## src/rtl/nand_feat_pkg.sv

```systemverilog
package nand_feat_pkg;

  typedef enum logic [3:0] {
    ST_IDLE, ST_CSETUP, ST_CMD, ST_ADDR, ST_ADLGAP, ST_DIN,
    ST_WBWAIT, ST_RBWAIT, ST_RRGAP, ST_DOUT, ST_DONE
  } seq_state_e;

  typedef enum logic [1:0] {
    CYC_CMD, CYC_ADDR, CYC_DIN, CYC_DOUT
  } cyc_kind_e;

  localparam logic [7:0] OPC_FEAT_WR = 8'hEF;
  localparam logic [7:0] OPC_FEAT_RD = 8'hEE;

  function automatic int imax(input int a, input int b);
    return (a > b) ? a : b;
  endfunction

endpackage

```

## src/rtl/nand_wait_ctr.sv

```systemverilog
module nand_wait_ctr #(
  parameter int W = 8
) (
  input  logic         clk,
  input  logic         rst_n,
  input  logic         load,
  input  logic [W-1:0] load_val,
  output logic         zero
);

  logic [W-1:0] cnt_q;

  always_ff @(posedge clk or negedge rst_n) begin
    if (!rst_n) begin
      cnt_q <= '0;
    end else if (load) begin
      cnt_q <= load_val;
    end else if (cnt_q != '0) begin
      cnt_q <= cnt_q - 1'b1;
    end
  end

  assign zero = (cnt_q == '0);

endmodule

```

## src/rtl/nand_bus_cycle.sv

```systemverilog
module nand_bus_cycle
  import nand_feat_pkg::*;
#(
  parameter int T_WP  = 2,
  parameter int T_WH  = 2,
  parameter int T_RP  = 2,
  parameter int T_REH = 2
) (
  input  logic      clk,
  input  logic      rst_n,
  input  logic      go,
  input  cyc_kind_e kind,
  input  logic [7:0] wbyte,
  input  logic [7:0] dq_in,
  output logic      cle,
  output logic      ale,
  output logic      we_n,
  output logic      re_n,
  output logic [7:0] dq_out,
  output logic      dq_oe,
  output logic [7:0] rbyte,
  output logic      fin
);

  localparam int CMAX = imax(imax(T_WP, T_RP), imax(T_WH, T_REH));
  localparam int CW   = $clog2(CMAX + 1);

  typedef enum logic [1:0] {PH_IDLE, PH_SETUP, PH_LOW, PH_HIGH} phase_e;

  phase_e    ph_q;
  logic [CW-1:0] cnt_q;
  cyc_kind_e kind_q;
  logic [7:0] byte_q;
  logic      rd;
  logic [CW-1:0] low_last, high_last;

  assign rd        = (kind_q == CYC_DOUT);
  assign low_last  = rd ? CW'(T_RP - 1)  : CW'(T_WP - 1);
  assign high_last = rd ? CW'(T_REH - 1) : CW'(T_WH - 1);

  always_ff @(posedge clk or negedge rst_n) begin
    if (!rst_n) begin
      ph_q   <= PH_IDLE;
      cnt_q  <= '0;
      kind_q <= CYC_CMD;
      byte_q <= '0;
      rbyte  <= '0;
    end else begin
      case (ph_q)
        PH_IDLE: if (go) begin
          ph_q   <= PH_SETUP;
          cnt_q  <= '0;
          kind_q <= kind;
          byte_q <= wbyte;
        end
        PH_SETUP: ph_q <= PH_LOW;
        PH_LOW: begin
          if (cnt_q == low_last) begin
            ph_q  <= PH_HIGH;
            cnt_q <= '0;
            if (rd) rbyte <= dq_in;
          end else begin
            cnt_q <= cnt_q + 1'b1;
          end
        end
        PH_HIGH: begin
          if (cnt_q == high_last) begin
            ph_q  <= PH_IDLE;
            cnt_q <= '0;
          end else begin
            cnt_q <= cnt_q + 1'b1;
          end
        end
        default: ph_q <= PH_IDLE;
      endcase
    end
  end

  logic active;
  assign active = (ph_q != PH_IDLE);
  assign cle    = active && (kind_q == CYC_CMD);
  assign ale    = active && (kind_q == CYC_ADDR);
  assign dq_oe  = active && !rd;
  assign dq_out = dq_oe ? byte_q : 8'h00;
  assign we_n   = !((ph_q == PH_LOW) && !rd);
  assign re_n   = !((ph_q == PH_LOW) && rd);
  assign fin    = (ph_q == PH_HIGH) && (cnt_q == high_last);


  go_idle_chk: assert property (@(posedge clk) disable iff (!rst_n)
    go |-> (ph_q == PH_IDLE));


  rbyte_hold_chk: assert property (@(posedge clk) disable iff (!rst_n)
    (ph_q != PH_LOW) |=> $stable(rbyte));

endmodule

```

## src/rtl/nand_feat_seq.sv

```systemverilog
module nand_feat_seq
  import nand_feat_pkg::*;
#(
  parameter int PARAM_BYTES = 4,
  parameter int SYNC_STAGES = 2,
  parameter int T_CS      = 2,
  parameter int T_WP      = 2,
  parameter int T_WH      = 2,
  parameter int T_RP      = 2,
  parameter int T_REH     = 2,
  parameter int T_ADL     = 9,
  parameter int T_WB      = 13,
  parameter int T_RR      = 3,
  parameter int T_TIMEOUT = 250
) (
  input  logic        clk,
  input  logic        rst_n,
  input  logic        req_valid,
  output logic        req_ready,
  input  logic        req_get,
  input  logic [7:0]  req_addr,
  input  logic [PARAM_BYTES*8-1:0] req_param,
  output logic        busy,
  output logic        done,
  output logic        err,
  output logic [PARAM_BYTES*8-1:0] rsp_param,
  output logic        nand_ce_n,
  output logic        nand_cle,
  output logic        nand_ale,
  output logic        nand_we_n,
  output logic        nand_re_n,
  output logic [7:0]  nand_dq_out,
  output logic        nand_dq_oe,
  input  logic [7:0]  nand_dq_in,
  input  logic        nand_rb_n
);

  localparam int PW    = PARAM_BYTES * 8;
  localparam int IDX_W = (PARAM_BYTES > 1) ? $clog2(PARAM_BYTES) : 1;
  localparam int WMAX  = imax(imax(imax(T_CS, T_ADL), imax(T_WB, T_RR)), T_TIMEOUT);
  localparam int CNT_W = $clog2(WMAX + 1);
  localparam logic [IDX_W-1:0] IDX_LAST = IDX_W'(PARAM_BYTES - 1);

  // ready/busy synchroniser
  logic [SYNC_STAGES-1:0] rb_sync_q;
  logic rb_s;
  generate
    if (SYNC_STAGES == 1) begin : g_sync1
      always_ff @(posedge clk or negedge rst_n)
        if (!rst_n) rb_sync_q <= '0;
        else        rb_sync_q <= nand_rb_n;
    end else begin : g_syncn
      always_ff @(posedge clk or negedge rst_n)
        if (!rst_n) rb_sync_q <= '0;
        else        rb_sync_q <= {rb_sync_q[SYNC_STAGES-2:0], nand_rb_n};
    end
  endgenerate
  assign rb_s = rb_sync_q[SYNC_STAGES-1];

  seq_state_e state_q, state_d;
  logic            get_q;
  logic [7:0]      addr_q;
  logic [PW-1:0]   param_q, rsp_q;
  logic [IDX_W-1:0] idx_q;
  logic            err_q, launch_q;

  logic            launch_d, idx_inc, set_err, cap, accept;
  logic            wload, wzero;
  logic [CNT_W-1:0] wval;

  cyc_kind_e  kind;
  logic [7:0] wbyte, rbyte;
  logic       fin;

  always_comb begin
    state_d  = state_q;
    launch_d = 1'b0;
    idx_inc  = 1'b0;
    set_err  = 1'b0;
    cap      = 1'b0;
    accept   = 1'b0;
    wload    = 1'b0;
    wval     = '0;
    case (state_q)
      ST_IDLE: if (req_valid) begin
        accept  = 1'b1;
        state_d = ST_CSETUP;
        wload   = 1'b1;
        wval    = CNT_W'(T_CS);
      end
      ST_CSETUP: if (wzero) begin
        state_d  = ST_CMD;
        launch_d = 1'b1;
      end
      ST_CMD: if (fin) begin
        state_d  = ST_ADDR;
        launch_d = 1'b1;
      end
      ST_ADDR: if (fin) begin
        wload = 1'b1;
        if (get_q) begin
          state_d = ST_WBWAIT;
          wval    = CNT_W'(T_WB);
        end else begin
          state_d = ST_ADLGAP;
          wval    = CNT_W'(T_ADL);
        end
      end
      ST_ADLGAP: if (wzero) begin
        state_d  = ST_DIN;
        launch_d = 1'b1;
      end
      ST_DIN: if (fin) begin
        if (idx_q == IDX_LAST) begin
          state_d = ST_WBWAIT;
          wload   = 1'b1;
          wval    = CNT_W'(T_WB);
        end else begin
          launch_d = 1'b1;
          idx_inc  = 1'b1;
        end
      end
      ST_WBWAIT: if (wzero) begin
        state_d = ST_RBWAIT;
        wload   = 1'b1;
        wval    = CNT_W'(T_TIMEOUT);
      end
      ST_RBWAIT: if (rb_s || wzero) begin
        set_err = !rb_s;
        if (get_q) begin
          state_d = ST_RRGAP;
          wload   = 1'b1;
          wval    = CNT_W'(T_RR);
        end else begin
          state_d = ST_DONE;
        end
      end
      ST_RRGAP: if (wzero) begin
        state_d  = ST_DOUT;
        launch_d = 1'b1;
      end
      ST_DOUT: if (fin) begin
        cap = 1'b1;
        if (idx_q == IDX_LAST) begin
          state_d = ST_DONE;
        end else begin
          launch_d = 1'b1;
          idx_inc  = 1'b1;
        end
      end
      ST_DONE: state_d = ST_IDLE;
      default: state_d = ST_IDLE;
    endcase
  end

  always_ff @(posedge clk or negedge rst_n) begin
    if (!rst_n) begin
      state_q  <= ST_IDLE;
      get_q    <= 1'b0;
      addr_q   <= '0;
      param_q  <= '0;
      rsp_q    <= '0;
      idx_q    <= '0;
      err_q    <= 1'b0;
      launch_q <= 1'b0;
    end else begin
      state_q  <= state_d;
      launch_q <= launch_d;
      if (accept) begin
        get_q   <= req_get;
        addr_q  <= req_addr;
        param_q <= req_param;
        rsp_q   <= '0;
        err_q   <= 1'b0;
        idx_q   <= '0;
      end else if (state_q == ST_WBWAIT) begin
        idx_q <= '0;
      end else if (idx_inc) begin
        idx_q <= idx_q + 1'b1;
      end
      if (set_err) err_q <= 1'b1;
      if (cap) rsp_q[idx_q*8 +: 8] <= rbyte;
    end
  end

  always_comb begin
    kind  = CYC_CMD;
    wbyte = get_q ? OPC_FEAT_RD : OPC_FEAT_WR;
    case (state_q)
      ST_ADDR: begin kind = CYC_ADDR; wbyte = addr_q; end
      ST_DIN:  begin kind = CYC_DIN;  wbyte = param_q[idx_q*8 +: 8]; end
      ST_DOUT: begin kind = CYC_DOUT; wbyte = 8'h00; end
      default: ;
    endcase
  end

  nand_wait_ctr #(.W(CNT_W)) u_wait (
    .clk      (clk),
    .rst_n    (rst_n),
    .load     (wload),
    .load_val (wval),
    .zero     (wzero)
  );

  nand_bus_cycle #(
    .T_WP (T_WP), .T_WH (T_WH), .T_RP (T_RP), .T_REH (T_REH)
  ) u_cycle (
    .clk    (clk),
    .rst_n  (rst_n),
    .go     (launch_q),
    .kind   (kind),
    .wbyte  (wbyte),
    .dq_in  (nand_dq_in),
    .cle    (nand_cle),
    .ale    (nand_ale),
    .we_n   (nand_we_n),
    .re_n   (nand_re_n),
    .dq_out (nand_dq_out),
    .dq_oe  (nand_dq_oe),
    .rbyte  (rbyte),
    .fin    (fin)
  );

  assign req_ready = (state_q == ST_IDLE);
  assign busy      = (state_q != ST_IDLE);
  assign done      = (state_q == ST_DONE);
  assign err       = err_q;
  assign rsp_param = rsp_q;
  assign nand_ce_n = (state_q == ST_IDLE) || (state_q == ST_DONE);

  // address-to-data gap monitor
  localparam int GW = $clog2(T_ADL + 2);
  logic          we_prev_q, adl_pend_q;
  logic [GW-1:0] adl_cnt_q;
  logic          we_rise, data_rise;
  assign we_rise   = !we_prev_q && nand_we_n;
  assign data_rise = we_rise && !nand_cle && !nand_ale;

  always_ff @(posedge clk or negedge rst_n) begin
    if (!rst_n) begin
      we_prev_q  <= 1'b1;
      adl_pend_q <= 1'b0;
      adl_cnt_q  <= '0;
    end else begin
      we_prev_q <= nand_we_n;
      if (we_rise && nand_ale) begin
        adl_pend_q <= 1'b1;
        adl_cnt_q  <= '0;
      end else begin
        if (data_rise) adl_pend_q <= 1'b0;
        if (adl_cnt_q != GW'(T_ADL + 1)) adl_cnt_q <= adl_cnt_q + 1'b1;
      end
    end
  end


  busy_hold_chk: assert property (@(posedge clk) disable iff (!rst_n)
    (busy && !done) |=> busy);


  cle_ale_excl_chk: assert property (@(posedge clk) disable iff (!rst_n)
    !(nand_cle && nand_ale));


  adl_gap_chk: assert property (@(posedge clk) disable iff (!rst_n)
    (data_rise && adl_pend_q) |-> (adl_cnt_q >= GW'(T_ADL)));


  done_ready_chk: assert property (@(posedge clk) disable iff (!rst_n)
    done |-> (rb_s || err_q));


  re_after_ready_chk: assert property (@(posedge clk) disable iff (!rst_n)
    !nand_re_n |-> (rb_s || err_q));


  dq_dir_chk: assert property (@(posedge clk) disable iff (!rst_n)
    (!nand_re_n || !busy) |-> !nand_dq_oe);


  ce_cover_chk: assert property (@(posedge clk) disable iff (!rst_n)
    (!nand_we_n || !nand_re_n) |-> !nand_ce_n);

endmodule

```

## config.mk

```make
export PLATFORM = sky130hd
export DESIGN_NAME = nand_feat_seq
export DESIGN_NICKNAME = d
export VERILOG_FILES = /design/src/rtl/nand_feat_pkg.sv /design/src/rtl/nand_wait_ctr.sv /design/src/rtl/nand_bus_cycle.sv /design/src/rtl/nand_feat_seq.sv
export SDC_FILE = /design/constraint.sdc
export NUM_CORES = 1
export LEC_CHECK = 0
export BUFFER_PORTS_ARGS = -buffer_cell sky130_fd_sc_hd__buf_2
export CAP_MARGIN = 40
export CORE_AREA = 2 2 107 109
export CTS_BUF_LIST = sky130_fd_sc_hd__clkbuf_4 sky130_fd_sc_hd__clkbuf_8
export CTS_CLUSTER_SIZE = 20
export DETAILED_ROUTE_END_ITERATION = 10
export DIE_AREA = 0 0 109 111
export GPL_ROUTABILITY_DRIVEN = 0
export PLACE_DENSITY = 0.86
export SLEW_MARGIN = 40
export SYNTH_ARGS = -nofsm -noshare
export SYNTH_HDL_FRONTEND = slang
export SYNTH_HIERARCHICAL = 1
export SYNTH_SLANG_ARGS = --single-unit
export TNS_END_PERCENT = 1
```

## constraint.sdc

```tcl
create_clock -name clk -period 2.8 [get_ports clk]
set_input_delay 0.28 -clock clk [delete_from_list [all_inputs] [get_ports clk]]
set_output_delay 0.28 -clock clk [all_outputs]
set_load 0.02 [all_outputs]
```

==> impl_metrics.csv, run 1 <==
group,metric,value,unit
outcome,status,"finished, final reports clean",
yosys,synth_top_area_cell,"dfrtp_1",
yosys,syn-cell-area,5600,µm²
clock_tree,clockBufferDepth,2,
clock_tree,cts-root-buf,"clkbuf_8",
floorplanning,core-area,11080,µm²
yosys,syn_area_per_cell,11.36,µm²
yosys,synth_seq_cells,113,
finish,instances_no_fill,756,
clock_tree,cts_buffers,17,
setup_path,worstSetupPathType,"flop to flop",
yosys,ys_async_sr_fraction,1.000,
timing,finClkSkew,0.009851,ns
worst_hold_path,hold_class,"primary input to flop",
global_routing,grt_overflow,0,
timing,rsz0062_at_grt,"no",
timing,setup_viol,0,
global_routing,grt_max_degree,61,
drt,routedWlPerCell,16.58,µm
clock_tree,clkLatencyLatePin,0.42,ns
worst_hold_path,min_path_cells,2,
clock_tree,postCtsSetupBuffers,0,
timing,fin_crit_sh,0.8782,
floorplanning,die_x,109,µm
clock_tree,tritoncts_num_sinks,113,
floorplanning,start_util,0.5056,
finish,area_growth,18.28,%
floorplanning,rows,39,
flow_run,maxCapViolations,0,
yosys,ys_types,65,
drt,drt_iter0_drc,347,
setup_path,critPathMaxFanout,12,
setup_path,start_kind,"flop",
place,dpl.cell_count,722,
yosys,syn_inst,493,
clock_tree,path_clk_slew,0.06,ns
yosys,synthFlopType,"dfrtp_1",
timing,finalHoldViolCount,0,
timing,post-route-min-period,2.459,ns
global_routing,grt_pass1_wl,21190,µm
drt,firstDrtPassIters,5,
global_routing,antenna_found_initial,0,
drt,wirelength,12530,µm
drt,viasPerCell,5.597,
floorplanning,die-area,12100,µm²
finish,antennaDiodeCount,0,
clock_tree,htree_levels,4,
floorplanning,die_y,111,µm
drt,ant_nets,0,
setup_path,cp-end-kind,"flop",
timing,maxSlewHeadroom,0.5336,
setup_path,cp_data_arrival_time,2.77,ns
pwr,p_total,0.007210,W
global_routing,grt_pass1_vias,4339,
floorplanning,io_pins,103,
timing,fmax,406.7,MHz
yosys,ys_warn_count,6,
yosys,synth_top_area_share,0.5049,
setup_path,rr_worst_depth,9,
pwr,power_leakage,3.106,nW
yosys,yosys-top-cells-area,"dfrtp_1, mux2_2, o21ai_0, nand2_1, nand3_1",
place,dpl-instance-area,6213,µm²
place,numPortBuffers,102,
place,dp_hpwl,8994,µm
clock_tree,tritoncts,"yes",
finish,stdcell_area,6624,µm²
pwr,ir_drop,597.0,µV
setup_path,required,3.11,ns
finish,drive_gt1_frac,0.3687,
timing,setup_tns,0,ns
pwr,power_density,1088,nW/µm²
global_routing,grt_use_total,0.2253,
drt,vias,4231,
drt,post-route-drc-count,0,
timing,worst_pin_slew,0.6943,ns
yosys,synth_edf_count,0,
yosys,syn-num-nets,555,
yosys,synth-seq-area-share,0.5049,
timing,slew_violations,0,
finish,nets,662,
Yosys cell counts, types with 3 or more instances:
library cell and instances:
a211oi_1 3, a21oi_1 5, a22oi_1 8, a31oi_1 4, and2_1 9, buf_2 11, buf_6 6, clkbuf_1 5
dfrtp_1 113, ha_1 9, inv_1 13, mux2_1 5, mux2_2 55, mux2_4 3, mux2i_1 3, mux4_2 8
nand2_1 49, nand2b_1 8, nand3_1 36, nand3b_1 3, nand4_1 3, nor2_1 22, nor2b_1 5, nor3_1 9
nor3b_1 3, o21ai_0 38, o31ai_1 5, or3_1 3, xnor2_1 4, xor2_1 3
state kept, by name, indices dropped and copies added (netlist names):
name            flops
u_cycle/rbyte       8
launch_q            1
u_wait/cnt_q        8
u_cycle/cnt_q       2
err                 1
addr_q              8
state_q             4
get_q               1
rb_sync_q           2
rsp_param          32
idx_q               2
u_cycle/kind_q      2
param_q            32
u_cycle/ph_q        2
u_cycle/byte_q      8
stage by stage:
step           hold WS [ns]  setup WS, ns    util
5_1_grt             0.06261        0.2008  0.5980
3_3_place_gp         0.3402        0.4306  0.5609
4_1_cts             0.05265        0.3427  0.5980
6_report            0.07609        0.3411  0.5980
3_5_place_dp         0.3347        0.3602  0.5609
2_1_floorplan      -0.01559       0.04196       -
worst max-delay path, stage by stage, from the launching register on:
cell and delay, ns:
dfrtp_1 0.46, or4_4 0.59, nor3_1 0.15, buf_4 0.19
nor2_1 0.06, nand3b_1 0.17, nand3_1 0.11, nand2b_1 0.12
inv_1 0.17, o221a_2 0.32
power by group:
group,internal [W],total [W],switching [W]
Clock,0.000864,0.00147,0.000603
Sequential,0.00227,0.00287,0.000598
Combinational,0.00137,0.00287,0.00150
Total,0.00451,0.00721,0.00270
cells by family after synthesis:
| kind of cell | synth area share |
|---|---|
| simple gates | 0.1667 |
| buf+inv | 0.03820 |
| compound gates | 0.09004 |
| fa+ha+maj | 0.02011 |
| xor+xnor | 0.01385 |
| mux | 0.1662 |
| flops | 0.5049 |
layout make-up:
| class | count | area [µm²] |
|---|---|---|
| Multi-Input combinational cell | 341 | 2561 |
| Inverter | 14 | 52.55 |
| Clock inverter | 5 | 50.05 |
| Fill cell | 861 | 4453 |
| Clock buffer | 27 | 340.3 |
| Tap cell | 143 | 178.9 |
| Timing Repair Buffer | 113 | 613.1 |
| Sequential cell | 113 | 2828 |
placed cells by master (no fill, tap or decap), drive strengths merged, types with 2 or more instances in the layout:
| cell type | netlist | layout |
|---|---|---|
| dfrtp | 113 | 113 |
| buf | 19 | 111 |
| mux2 | 63 | 63 |
| nand2 | 50 | 50 |
| o21ai | 39 | 39 |
| nand3 | 37 | 37 |
| clkbuf | 6 | 27 |
| nor2 | 23 | 23 |
| inv | 14 | 14 |
| nor3 | 11 | 11 |
| ha | 9 | 9 |
| and2 | 9 | 9 |
| nand2b | 8 | 8 |
| mux4 | 8 | 8 |
| a22oi | 8 | 8 |
| nor2b | 6 | 6 |
| o31ai | 5 | 5 |
| a21oi | 5 | 5 |
| a31oi | 5 | 5 |
| xnor2 | 5 | 5 |
| clkinv | 0 | 4 |
| nor3b | 4 | 4 |
| nand3b | 3 | 3 |
| nand4 | 3 | 3 |
| xor2 | 3 | 3 |
| mux2i | 3 | 3 |
| or3 | 3 | 3 |
| a211oi | 3 | 3 |
| a22o | 2 | 2 |
| and3 | 2 | 2 |
| or3b | 2 | 2 |
| a32o | 2 | 2 |
| or4b | 2 | 2 |
| o21a | 2 | 2 |
| dlygate4sd3 | 0 | 2 |
| or4 | 2 | 2 |
timing repair:
item | CTS | global route
endpoints found under the hold margin | 54 | 0
hold buffers | 2 | 0
resized for setup | 0 | 0
worst paths after layout:
kind | startpoint | endpoint | slack, ns
min in group asynchronous | rst_n | param_q[15] | 0.45
worst max-delay path | u_wait/cnt_q[3] | u_wait/cnt_q[0] | 0.34
worst max register to register | u_wait/cnt_q[3] | u_wait/cnt_q[0] | 0.34
max in group asynchronous | rst_n | addr_q[3] | 1.58
worst min-delay path | req_addr[4] | addr_q[4] | 0.08
worst min register to register | rb_sync_q[0] | rb_sync_q[1] | 0.35
metal layers:
metal  share of wire  track usage
met5               0            0
met3           0.043      0.04292
met2            0.53       0.3673
met1            0.41       0.2973
met4           0.018      0.08462
No activity file was read; power rests on OpenSTA's default activity.
==> inputs of run 2 (changes only) <==
--- a/config.mk
+++ b/config.mk
@@ -7,11 +7,13 @@
 export LEC_CHECK = 0
 export BUFFER_PORTS_ARGS = -buffer_cell sky130_fd_sc_hd__buf_2
 export CAP_MARGIN = 40
-export CORE_AREA = 2 2 107 109
+export CELL_PAD_IN_SITES_DETAIL_PLACEMENT = 0
+export CELL_PAD_IN_SITES_GLOBAL_PLACEMENT = 1
+export CORE_AREA = 2 2 120 122
 export CTS_BUF_LIST = sky130_fd_sc_hd__clkbuf_4 sky130_fd_sc_hd__clkbuf_8
 export CTS_CLUSTER_SIZE = 20
 export DETAILED_ROUTE_END_ITERATION = 10
-export DIE_AREA = 0 0 109 111
+export DIE_AREA = 0 0 122 124
 export GPL_ROUTABILITY_DRIVEN = 0
 export PLACE_DENSITY = 0.86
 export SLEW_MARGIN = 40
==> run 2 against run 1 <==
  * Non-clock buffer count up 1
  * Largest cell class unchanged
  * Sequential power about the same
  * Critical path type unchanged
  * Critical endpoint is now u_wait/cnt_q[5]
  * Clock skew about the same
==> impl_metrics.csv, run 2 (synthesis gave the netlist of run 1 again) <==
group,metric,value,unit
finish,nets,663,
pwr,power_density,1122,nW/µm²
clock_tree,hold_buffers,2,
finish,final_common_cell,"dfrtp_1",
setup_path,worstReg2RegStart,"u_wait/cnt_q[3]",
place,dp_hpwl,9263,µm
clock_tree,tritoncts_num_sinks,113,
clock_tree,path_clk_slew,0.07,ns
clock_tree,clockBufferDepth,2,
finish,layout_common_cells,"dfrtp_1, buf_2, mux2_2, nand2_1, o21ai_0",
global_routing,grt_use_total,0.1811,
drt,vias,4125,
global_routing,grt_overflow,0,
global_routing,antenna_found_initial,0,
floorplanning,rows,43,
pwr,power_leakage,3.122,nW
setup_path,cp_data_arrival_time,2.82,ns
timing,post-route-min-period,2.503,ns
timing,worst_pin_slew,0.7657,ns
drt,drt_iter0_drc,177,
floorplanning,die_y,124,µm
finish,drive_gt1_frac,0.3697,
floorplanning,die_x,122,µm
timing,finalHoldViolCount,0,
drt,post-route-drc-count,0,
floorplanning,start_util,0.4082,
place,dpl-instance-area,6267,µm²
setup_path,start_kind,"flop",
setup_path,crit_end,"u_wait/cnt_q[5]",
timing,maxSlewHeadroom,0.4882,
global_routing,grt_pass1_wl,21160,µm
setup_path,worstSetupPathType,"flop to flop",
setup_path,critPathMaxFanout,8,
drt,firstDrtPassIters,6,
setup_path,cp-startpoint,"u_wait/cnt_q[3]",
clock_tree,tritoncts,"yes",
floorplanning,core-area,13720,µm²
flow_run,maxCapViolations,0,
clock_tree,htree_levels,4,
place,numPortBuffers,102,
worst_hold_path,hold_class,"primary input to flop",
setup_path,rr_worst_depth,10,
clock_tree,ctsResizeCount,0,
timing,setup_tns,0,ns
timing,finClkSkew,0.01009,ns
finish,fillers,1284,
floorplanning,die-area,15130,µm²
finish,stdcell_area,6782,µm²
drt,routedWlPerCell,16.14,µm
finish,area_growth,21.09,%
setup_path,required,3.12,ns
drt,ant_nets,0,
setup_path,r2r_end,"u_wait/cnt_q[5]",
drt,wirelength,12820,µm
clock_tree,cts_buffers,17,
global_routing,grt_max_degree,52,
clock_tree,cts-root-buf,"clkbuf_8",
pwr,ir_drop,444.6,µV
timing,slew_violations,0,
timing,setup_viol,0,
global_routing,grt_pass1_vias,4325,
floorplanning,io_pins,103,
timing,rsz0062_at_grt,"no",
clock_tree,postCtsSetupBuffers,0,
setup_path,cp-end-kind,"flop",
timing,fin_crit_sh,0.8940,
clock_tree,clkLatencyLatePin,0.43,ns
finish,antennaDiodeCount,0,
setup_path,reg2reg_slack,0.30,ns
drt,viasPerCell,5.195,
outcome,status,"finished, final reports clean",
timing,fmax,399.5,MHz
[run 2: changes by cell type in the layout (fill, tap and decap cells not counted), sizes merged]
| cell | change |
|---|---|
| bufinv | +5 |
| clkinv | -4 |
| clkbuf | -8 |
| clkinvlp | +7 |
| buf | +1 |
[run 2: per-layer routing]
metal  wire, µm  GRT usage  vias up  share of wire
li1           -          -     1986              -
met1       5580     0.2277     2013           0.44
met2       6371     0.3020       98           0.50
met3        510    0.03984       28          0.040
met4        353    0.07830        0          0.028
met5          0          0        -              0
[run 2: critical path: stages, from the launching register on]
cell,delay [ns]
dfrtp_1,0.48
or4_4,0.60
nor3_1,0.16
buf_4,0.19
nor2_1,0.06
nand3b_1,0.17
nand3_1,0.11
nand2b_1,0.13
buf_4,0.14
a21oi_1,0.05
a221oi_1,0.32
[run 2: area by class of cell]
cell class | instances | area [µm²] | area share
clock buffers | 19 | 261.5 | 0.03856
clock inverters | 13 | 232.7 | 0.03432
flip-flops and latches | 113 | 2828 | 0.4170
inverters | 14 | 52.55 | 0.007749
well taps | 180 | 225.2 | 0.03321
repair buffers | 114 | 620.6 | 0.09151
multi-input cells | 341 | 2561 | 0.3777
[run 2: per-stage QoR]
step	hold WS [ns]	setup WS, ns	util	instances	total power (W)
floorplan	-0.01559	0.04196	-	493	0.004987
CTS	0.04358	0.3173	0.4943	794	0.007664
global route	0.05418	0.1282	0.4943	794	0.008075
detailed placement	0.3510	0.3457	0.4568	760	0.005769
finish	0.06541	0.2968	0.4943	794	0.007608
global placement	0.3402	0.4277	0.4568	760	0.005610
[run 2: how the worst min path moves through the flow]
stage                   from          endpoint  depth (start not counted)
2_1_floorplan          rst_n         addr_q[0]                          0
3_3_place_gp           rst_n        param_q[7]                          1
3_5_place_dp    rb_sync_q[0]      rb_sync_q[1]                          0
4_1_cts        nand_dq_in[4]  u_cycle/rbyte[4]                          2
5_1_grt        nand_dq_in[4]  u_cycle/rbyte[4]                          2
6_report       nand_dq_in[4]  u_cycle/rbyte[4]                          2
[run 2: report_power, final]
part	internal, W	switching (W)
Clock	0.00120	0.000670
Sequential	0.00227	0.000622
Combinational	0.00137	0.00148
Total	0.00484	0.00277
